`src/rtl/tmfir_pkg.sv`:
```
package tmfir_pkg;

  // Compile-time coefficient of tap k
  function automatic int coef_val(input int k);
    if ((k % 2) == 0) return 23 * k + 7;
    else              return -(19 * k + 11);
  endfunction

  // Number of adder-tree levels for n leaves
  function automatic int tree_lvls(input int n);
    if (n > 1) return $clog2(n);
    else       return 0;
  endfunction

endpackage

```
`src/rtl/tmfir_tapline.sv`:
```
module tmfir_tapline #(
  parameter int DW   = 16,
  parameter int NTAPS = 8,
  parameter int NCH  = 4,
  parameter int CHW  = 2
) (
  input  logic                 clk,
  input  logic                 rst_n,
  input  logic                 in_valid,
  input  logic signed [DW-1:0] in_data,
  output logic signed [DW-1:0] taps [NTAPS],
  output logic [CHW-1:0]       chan
);
  localparam int DLEN = (NTAPS - 1) * NCH;
  localparam int SRL  = (DLEN > 0) ? DLEN : 1;

  logic signed [DW-1:0] sr_q   [SRL];
  logic signed [DW-1:0] sr_nxt [SRL];
  logic [CHW-1:0]       chan_q, chan_nxt;

  always_comb begin
    sr_nxt[0] = in_data;
    for (int i = 1; i < SRL; i++) sr_nxt[i] = sr_q[i-1];
    chan_nxt = chan_q;
    if (in_valid) chan_nxt = (chan_q == CHW'(NCH - 1)) ? '0 : chan_q + 1'b1;
  end

  always_ff @(posedge clk or negedge rst_n) begin
    if (!rst_n) begin
      for (int i = 0; i < SRL; i++) sr_q[i] <= '0;
      chan_q <= '0;
    end else if (in_valid) begin
      for (int i = 0; i < SRL; i++) sr_q[i] <= sr_nxt[i];
      chan_q <= chan_nxt;
    end
  end

  // tap k reads the sample k*NCH valid cycles back
  assign taps[0] = in_data;
  for (genvar k = 1; k < NTAPS; k++) begin : g_tap
    assign taps[k] = sr_q[k*NCH-1];
  end

  assign chan = chan_q;


  chan_wrap_chk: assert property (@(posedge clk) disable iff (!rst_n)
    (in_valid && chan_q == CHW'(NCH - 1)) |=> (chan_q == '0));


  idle_hold_chk: assert property (@(posedge clk) disable iff (!rst_n)
    !in_valid |=> ($stable(sr_q[SRL-1]) && $stable(chan_q)));

endmodule

```
`src/rtl/tmfir_mults.sv`:
```
module tmfir_mults
  import tmfir_pkg::*;
#(
  parameter int DW    = 16,
  parameter int CW    = 16,
  parameter int NTAPS = 8,
  parameter int CHW   = 2,
  parameter int PW    = DW + CW
) (
  input  logic                 clk,
  input  logic                 rst_n,
  input  logic                 in_valid,
  input  logic [CHW-1:0]       in_chan,
  input  logic signed [DW-1:0] taps [NTAPS],
  output logic signed [PW-1:0] prod [NTAPS],
  output logic                 v_q,
  output logic [CHW-1:0]       chan_q
);
  logic signed [PW-1:0] prod_nxt [NTAPS];
  logic signed [PW-1:0] prod_q   [NTAPS];

  for (genvar k = 0; k < NTAPS; k++) begin : g_mul
    localparam logic signed [CW-1:0] C = CW'(coef_val(k));
    always_comb prod_nxt[k] = PW'(taps[k]) * PW'(C);
    always_ff @(posedge clk or negedge rst_n) begin
      if (!rst_n)        prod_q[k] <= '0;
      else if (in_valid) prod_q[k] <= prod_nxt[k];
    end
    assign prod[k] = prod_q[k];
  end

  always_ff @(posedge clk or negedge rst_n) begin
    if (!rst_n) begin
      v_q    <= 1'b0;
      chan_q <= '0;
    end else begin
      v_q    <= in_valid;
      chan_q <= in_valid ? in_chan : chan_q;
    end
  end

endmodule

```
`src/rtl/tmfir_addtree.sv`:
```
module tmfir_addtree
  import tmfir_pkg::*;
#(
  parameter int NTAPS = 8,
  parameter int PW    = 32,
  parameter int AW    = 35,
  parameter int CHW   = 2
) (
  input  logic                 clk,
  input  logic                 rst_n,
  input  logic signed [PW-1:0] prod [NTAPS],
  input  logic                 in_v,
  input  logic [CHW-1:0]       in_chan,
  output logic signed [AW-1:0] sum,
  output logic                 out_v,
  output logic [CHW-1:0]       out_chan
);
  localparam int LV = tree_lvls(NTAPS);
  localparam int P  = 1 << LV;
  localparam int NN = (P > 1) ? P - 1 : 1;

  logic signed [AW-1:0] leaf [P];

  for (genvar k = 0; k < P; k++) begin : g_leaf
    if (k < NTAPS) begin : g_real
      assign leaf[k] = AW'(prod[k]);
    end else begin : g_pad
      assign leaf[k] = '0;
    end
  end

  if (LV == 0) begin : g_flat
    assign sum      = leaf[0];
    assign out_v    = in_v;
    assign out_chan = in_chan;
  end else begin : g_tree
    logic signed [AW-1:0] node_q   [1:NN];
    logic signed [AW-1:0] node_nxt [1:NN];
    logic [LV-1:0]        v_sr;
    logic [CHW-1:0]       c_sr [LV];

    for (genvar i = 1; i < P; i++) begin : g_node
      logic signed [AW-1:0] lhs, rhs;
      if (2 * i >= P) begin : g_lf
        assign lhs = leaf[2*i-P];
        assign rhs = leaf[2*i+1-P];
      end else begin : g_in
        assign lhs = node_q[2*i];
        assign rhs = node_q[2*i+1];
      end
      always_comb node_nxt[i] = lhs + rhs;
      always_ff @(posedge clk or negedge rst_n) begin
        if (!rst_n) node_q[i] <= '0;
        else        node_q[i] <= node_nxt[i];
      end
    end

    always_ff @(posedge clk or negedge rst_n) begin
      if (!rst_n) begin
        v_sr <= '0;
        for (int j = 0; j < LV; j++) c_sr[j] <= '0;
      end else begin
        v_sr[0] <= in_v;
        c_sr[0] <= in_chan;
        for (int j = 1; j < LV; j++) begin
          v_sr[j] <= v_sr[j-1];
          c_sr[j] <= c_sr[j-1];
        end
      end
    end

    assign sum      = node_q[1];
    assign out_v    = v_sr[LV-1];
    assign out_chan = c_sr[LV-1];
  end

endmodule

```
`src/rtl/tmfir.sv`:
```
module tmfir
  import tmfir_pkg::*;
#(
  parameter int DW    = 16,
  parameter int CW    = 16,
  parameter int NTAPS = 8,
  parameter int NCH   = 4,
  parameter int CHW   = (NCH > 1) ? $clog2(NCH) : 1,
  parameter int AW    = DW + CW + tree_lvls(NTAPS)
) (
  input  logic                 clk,
  input  logic                 rst_n,
  input  logic                 in_valid,
  input  logic signed [DW-1:0] in_data,
  output logic                 out_valid,
  output logic [CHW-1:0]       out_chan,
  output logic signed [AW-1:0] out_data
);
  localparam int PW  = DW + CW;
  localparam int LAT = 1 + tree_lvls(NTAPS);
  localparam int SCW = $clog2(LAT + 1) + 1;

  // asynchronous assert, synchronous release
  logic rst_meta, rst_sync;
  always_ff @(posedge clk or negedge rst_n) begin
    if (!rst_n) begin
      rst_meta <= 1'b0;
      rst_sync <= 1'b0;
    end else begin
      rst_meta <= 1'b1;
      rst_sync <= rst_meta;
    end
  end

  logic signed [DW-1:0] taps [NTAPS];
  logic [CHW-1:0]       cur_chan;
  logic signed [PW-1:0] prod [NTAPS];
  logic                 m_v;
  logic [CHW-1:0]       m_chan;

  tmfir_tapline #(.DW(DW), .NTAPS(NTAPS), .NCH(NCH), .CHW(CHW)) u_tap (
    .clk(clk), .rst_n(rst_sync), .in_valid(in_valid), .in_data(in_data),
    .taps(taps), .chan(cur_chan));

  tmfir_mults #(.DW(DW), .CW(CW), .NTAPS(NTAPS), .CHW(CHW), .PW(PW)) u_mul (
    .clk(clk), .rst_n(rst_sync), .in_valid(in_valid), .in_chan(cur_chan),
    .taps(taps), .prod(prod), .v_q(m_v), .chan_q(m_chan));

  tmfir_addtree #(.NTAPS(NTAPS), .PW(PW), .AW(AW), .CHW(CHW)) u_sum (
    .clk(clk), .rst_n(rst_sync), .prod(prod), .in_v(m_v), .in_chan(m_chan),
    .sum(out_data), .out_v(out_valid), .out_chan(out_chan));

  // cycles since reset release, saturating, for the latency check
  logic [SCW-1:0] since_q, since_nxt;
  always_comb since_nxt = (since_q == SCW'(LAT)) ? since_q : since_q + 1'b1;
  always_ff @(posedge clk or negedge rst_sync) begin
    if (!rst_sync) since_q <= '0;
    else           since_q <= since_nxt;
  end


  valid_lat_chk: assert property (@(posedge clk) disable iff (!rst_sync)
    (since_q == SCW'(LAT)) |-> (out_valid == $past(in_valid, LAT)));


  chan_seq_chk: assert property (@(posedge clk) disable iff (!rst_sync)
    (out_valid && $past(out_valid) && since_q == SCW'(LAT)) |->
      (out_chan == (($past(out_chan) == CHW'(NCH - 1)) ? '0 : $past(out_chan) + 1'b1)));

endmodule

```
`config.mk`:
```
export PLATFORM = sky130hd
export DESIGN_NAME = tmfir
export DESIGN_NICKNAME = d
export VERILOG_FILES = /design/src/rtl/tmfir_pkg.sv /design/src/rtl/tmfir_tapline.sv /design/src/rtl/tmfir_mults.sv /design/src/rtl/tmfir_addtree.sv /design/src/rtl/tmfir.sv
export SDC_FILE = /design/constraint.sdc
export NUM_CORES = 2
export LEC_CHECK = 0
export BUFFER_PORTS_ARGS = -buffer_cell sky130_fd_sc_hd__buf_2
export CAP_MARGIN = 30
export CORE_ASPECT_RATIO = 0.5
export CORE_MARGIN = 2
export CORE_UTILIZATION = 50
export DETAILED_ROUTE_END_ITERATION = 12
export GPL_ROUTABILITY_DRIVEN = 0
export GPL_TIMING_DRIVEN = 0
export PLACE_DENSITY_LB_ADDON = 0.05
export RECOVER_POWER = 25
export SYNTH_ARGS = -nofsm -noshare
export SYNTH_HDL_FRONTEND = slang
export SYNTH_SLANG_ARGS = --single-unit
```
`constraint.sdc`:
```
create_clock -name clk -period 25.8 [get_ports clk]
set_input_delay 1.29 -clock clk [delete_from_list [all_inputs] [get_ports clk]]
set_output_delay 1.29 -clock clk [all_outputs]
set_load 0.05 [all_outputs]
```
==> flow_summary.toml <==
[run_status]
status = "finished, violations left"
violations = "capacitance limit, slew limit"

[floorplanning]
rows = 82
pin_count = 57
die_w_um = 456
dieHeight_um = 230
die_area_sq_um = 105000
coreArea_sq_um = 101000
start_util_pct = 50.7

[final_layout]
final_layout_size_suffix_gt1_share_pct = 15.5
final_cell_mix = "833 x dfrtp_1, 594 x ha_1, 571 x inv_1, 484 x mux2_2, 220 x xnor2_1"
mostFrequentLayoutCell = "dfrtp_1"
area_growth_pct = 10.5
layout.nets = 5526

[clocking]
clockBufferDepth = 3
cts_sinks = 833
h-tree-depth = 3
ctsHoldBuffers = 0
root_buffer = "clkbuf_16"
post-cts-setup-buffers = 0
cts_tree = "yes"
path_clk_slew_ns = 0.07
cts_buffers = 82
cts_resized = 0
worstSkewPairLatency_ns = 0.70

[global_route]
grt_start_max_net_pins = 70
track_usage_pct = 23.6
grt_pass1_vias = 34100
antenna_found_initial = 12
grt_overflow = 0
grt_pass1_wl_um = 192000

[setup_path]
reg2reg_setup_slack_ns = 18.34
criticalPathCategory = "register to async pin"
cp-start-kind = "register"
cp_max_fo = 69
cp_slowest_cell = "clkbuf_1"
worstPathRequired_ns = 26.64
endpoint_kind = "async pin"
critPathMaxStageDelay_ns = 2.57
path_cells = "clkbuf_1 > clkbuf_1 > buf_16 > buf_16 > buf_16"
crit_top_cell = "buf_16"
worstPathArrival_ns = 8.30

[synth]
yosysWarnings = 0
syn-num-nets = 5356
synthArstFlopShare_pct = 100
synth_xor_area_share_pct = 4.78
synth_compound_area_share_pct = 10.3
synthAdderAreaFrac_pct = 22.1
netlist_instances = 4550
yosys.area_share.simple_pct = 6.29
synth_top_family_by_area = "adder cells"
synth_seq_cells = 833
synth_edf_count = 0
ys_dominant_reg_cell = "dfrtp_1"
yosysUniqueCellTypes = 80
syn-cell-area_sq_um = 51100
synthMuxAreaShare_pct = 10.8
syn_avg_cell_area_sq_um = 11.2
yosysSeqAreaShare_pct = 40.8

[sta]
setup_viol = 0
final_hold_viol_count = 0
slew_violations = 370
finalCritPeriodShare_pct = 28.9
tightest_slew_ns = 3.63
rsz0062_at_grt = "false"
period_minus_slack_ns = 7.46
setup_tns_ns = 0
timing.fmax_ghz = 0.134
fin_skew_ns = 0.0345
slew_headroom_pct = -142

[drt]
vias_per_cell = 5.44
wire_per_inst_um = 19.8
drc = 0
drt_pass1_iterations = 5
drt_iter0_drc = 2101
via_count = 33400
detail-route-antenna-nets = 0
drt_wl_total_um = 121000

[place]
port-buffer-count = 56
hpwl_um = 95200

[hold_path]
min_path_type = "register to register"

[job]
max_cap_viol_count = 6
Yosys cell counts (6+ instances only):
library cell | instances | area share [%]
dfrtp_1 | 833 | 41
ha_1 | 594 | 15
inv_1 | 571 | 4.2
mux2_2 | 484 | 11
xnor2_1 | 220 | 3.8
a21oi_1 | 213 | 2.1
nand2_1 | 209 | 1.5
o21ai_0 | 199 | 1.9
fa_1 | 193 | 7.6
nor2_1 | 172 | 1.3
a21o_1 | 114 | 1.7
clkbuf_1 | 80 | 0.59
nor3_1 | 63 | 0.62
xor2_1 | 59 | 1.0
nand3_1 | 48 | 0.47
nor2b_1 | 47 | 0.58
o21a_1 | 40 | 0.59
o21bai_1 | 36 | 0.53
nand2b_1 | 33 | 0.40
a31oi_1 | 23 | 0.28
and3_1 | 23 | 0.28
a211oi_1 | 21 | 0.31
o31ai_1 | 20 | 0.29
or3_1 | 20 | 0.24
buf_1 | 14 | 0.10
nand4_1 | 12 | 0.15
a31o_2 | 11 | 0.19
a21boi_0 | 10 | 0.15
o211ai_1 | 10 | 0.15
or2_2 | 10 | 0.12
a211o_1 | 9 | 0.15
a221oi_1 | 7 | 0.12
and2_1 | 7 | 0.086
nand3b_1 | 7 | 0.10
nor3b_1 | 7 | 0.10
o2111ai_1 | 7 | 0.12
o41ai_1 | 7 | 0.12
a2111oi_0 | 6 | 0.10
a41o_1 | 6 | 0.12
mux2i_1 | 6 | 0.12
nor4_1 | 6 | 0.073
o22ai_1 | 6 | 0.073
cell families after synthesis:
kind of cell | Yosys count
AO/OA/AOI/OAI | 809
XOR/XNOR | 279
adder cells (fa/ha/maj) | 787
buffers and inverters | 671
flip-flops | 833
multiplexers | 490
other | 1
AND/OR/NAND/NOR | 680
sequential cells by signal, indices dropped and copies added (netlist names), 2 cells and up:
register,count
u_mul.chan_q,2
u_mul.prod,173
u_sum.g_tree.c_sr,4
u_sum.g_tree.g_node.lhs,83
u_sum.g_tree.g_node.rhs,86
u_sum.g_tree.v_sr,3
u_sum.out_chan,2
u_sum.sum,35
u_tap.chan,2
u_tap.sr_nxt,328
u_tap.taps,112
layout make-up:
type                       instances  area, sq um
antenna                            3         7.51
buffer                            97          377
clock buffer                     107         2290
clock inverter                    45          602
fill                            8699        44300
inverter                         574         2150
multi-input combinational       3046        27700
sequential                       833        20800
tap                             1344         1680
timing repair buffer              86          773
metrics by stage:
stage	util [%]	setup slack, ns	hold slack (ns)	instance area, sq um	cells
after detailed placement	53.3	20.69	0.327	53700	5978
after global routing	56.0	16.87	0.351	56400	6133
after CTS	56.1	20.63	0.336	56600	6130
final	56.0	18.34	0.343	56400	6135
after floorplan	-	0.862	0.331	51100	4550
after global placement	52.7	-8.36	0.333	53100	5950
final timing paths:
check	startpoint	endpoint	depth (start not counted)
max	rst_sync	u_tap.sr_nxt[396]	5
min	u_sum.g_tree.v_sr[1]	u_sum.g_tree.v_sr[2]	0
max reg2reg	rst_sync	u_tap.sr_nxt[396]	5
min reg2reg	u_sum.g_tree.v_sr[1]	u_sum.g_tree.v_sr[2]	0
max in group clk	u_tap.taps[65]	u_mul.prod[150]	20
min in group asynchronous	rst_n	rst_sync	1
metal layers:
| metal | vias to the layer above | global-route usage, % | part of all wire, % |
|---|---|---|---|
| li1 | 16000 | - | - |
| met1 | 16700 | 35.2 | 50 |
| met2 | 554 | 34.8 | 42 |
| met3 | 170 | 4.54 | 4.9 |
| met4 | 0 | 6.81 | 2.8 |
| met5 | - | 0 | 0 |
critical path: cells and delay by family (launching register included):
family                 cells  cell delay (ns)
flip-flops                 1             1.29
buffers and inverters      5             6.06
Power is not shown: default switching activity piles up to over one toggle a cycle in this logic, so the estimate is an artifact.
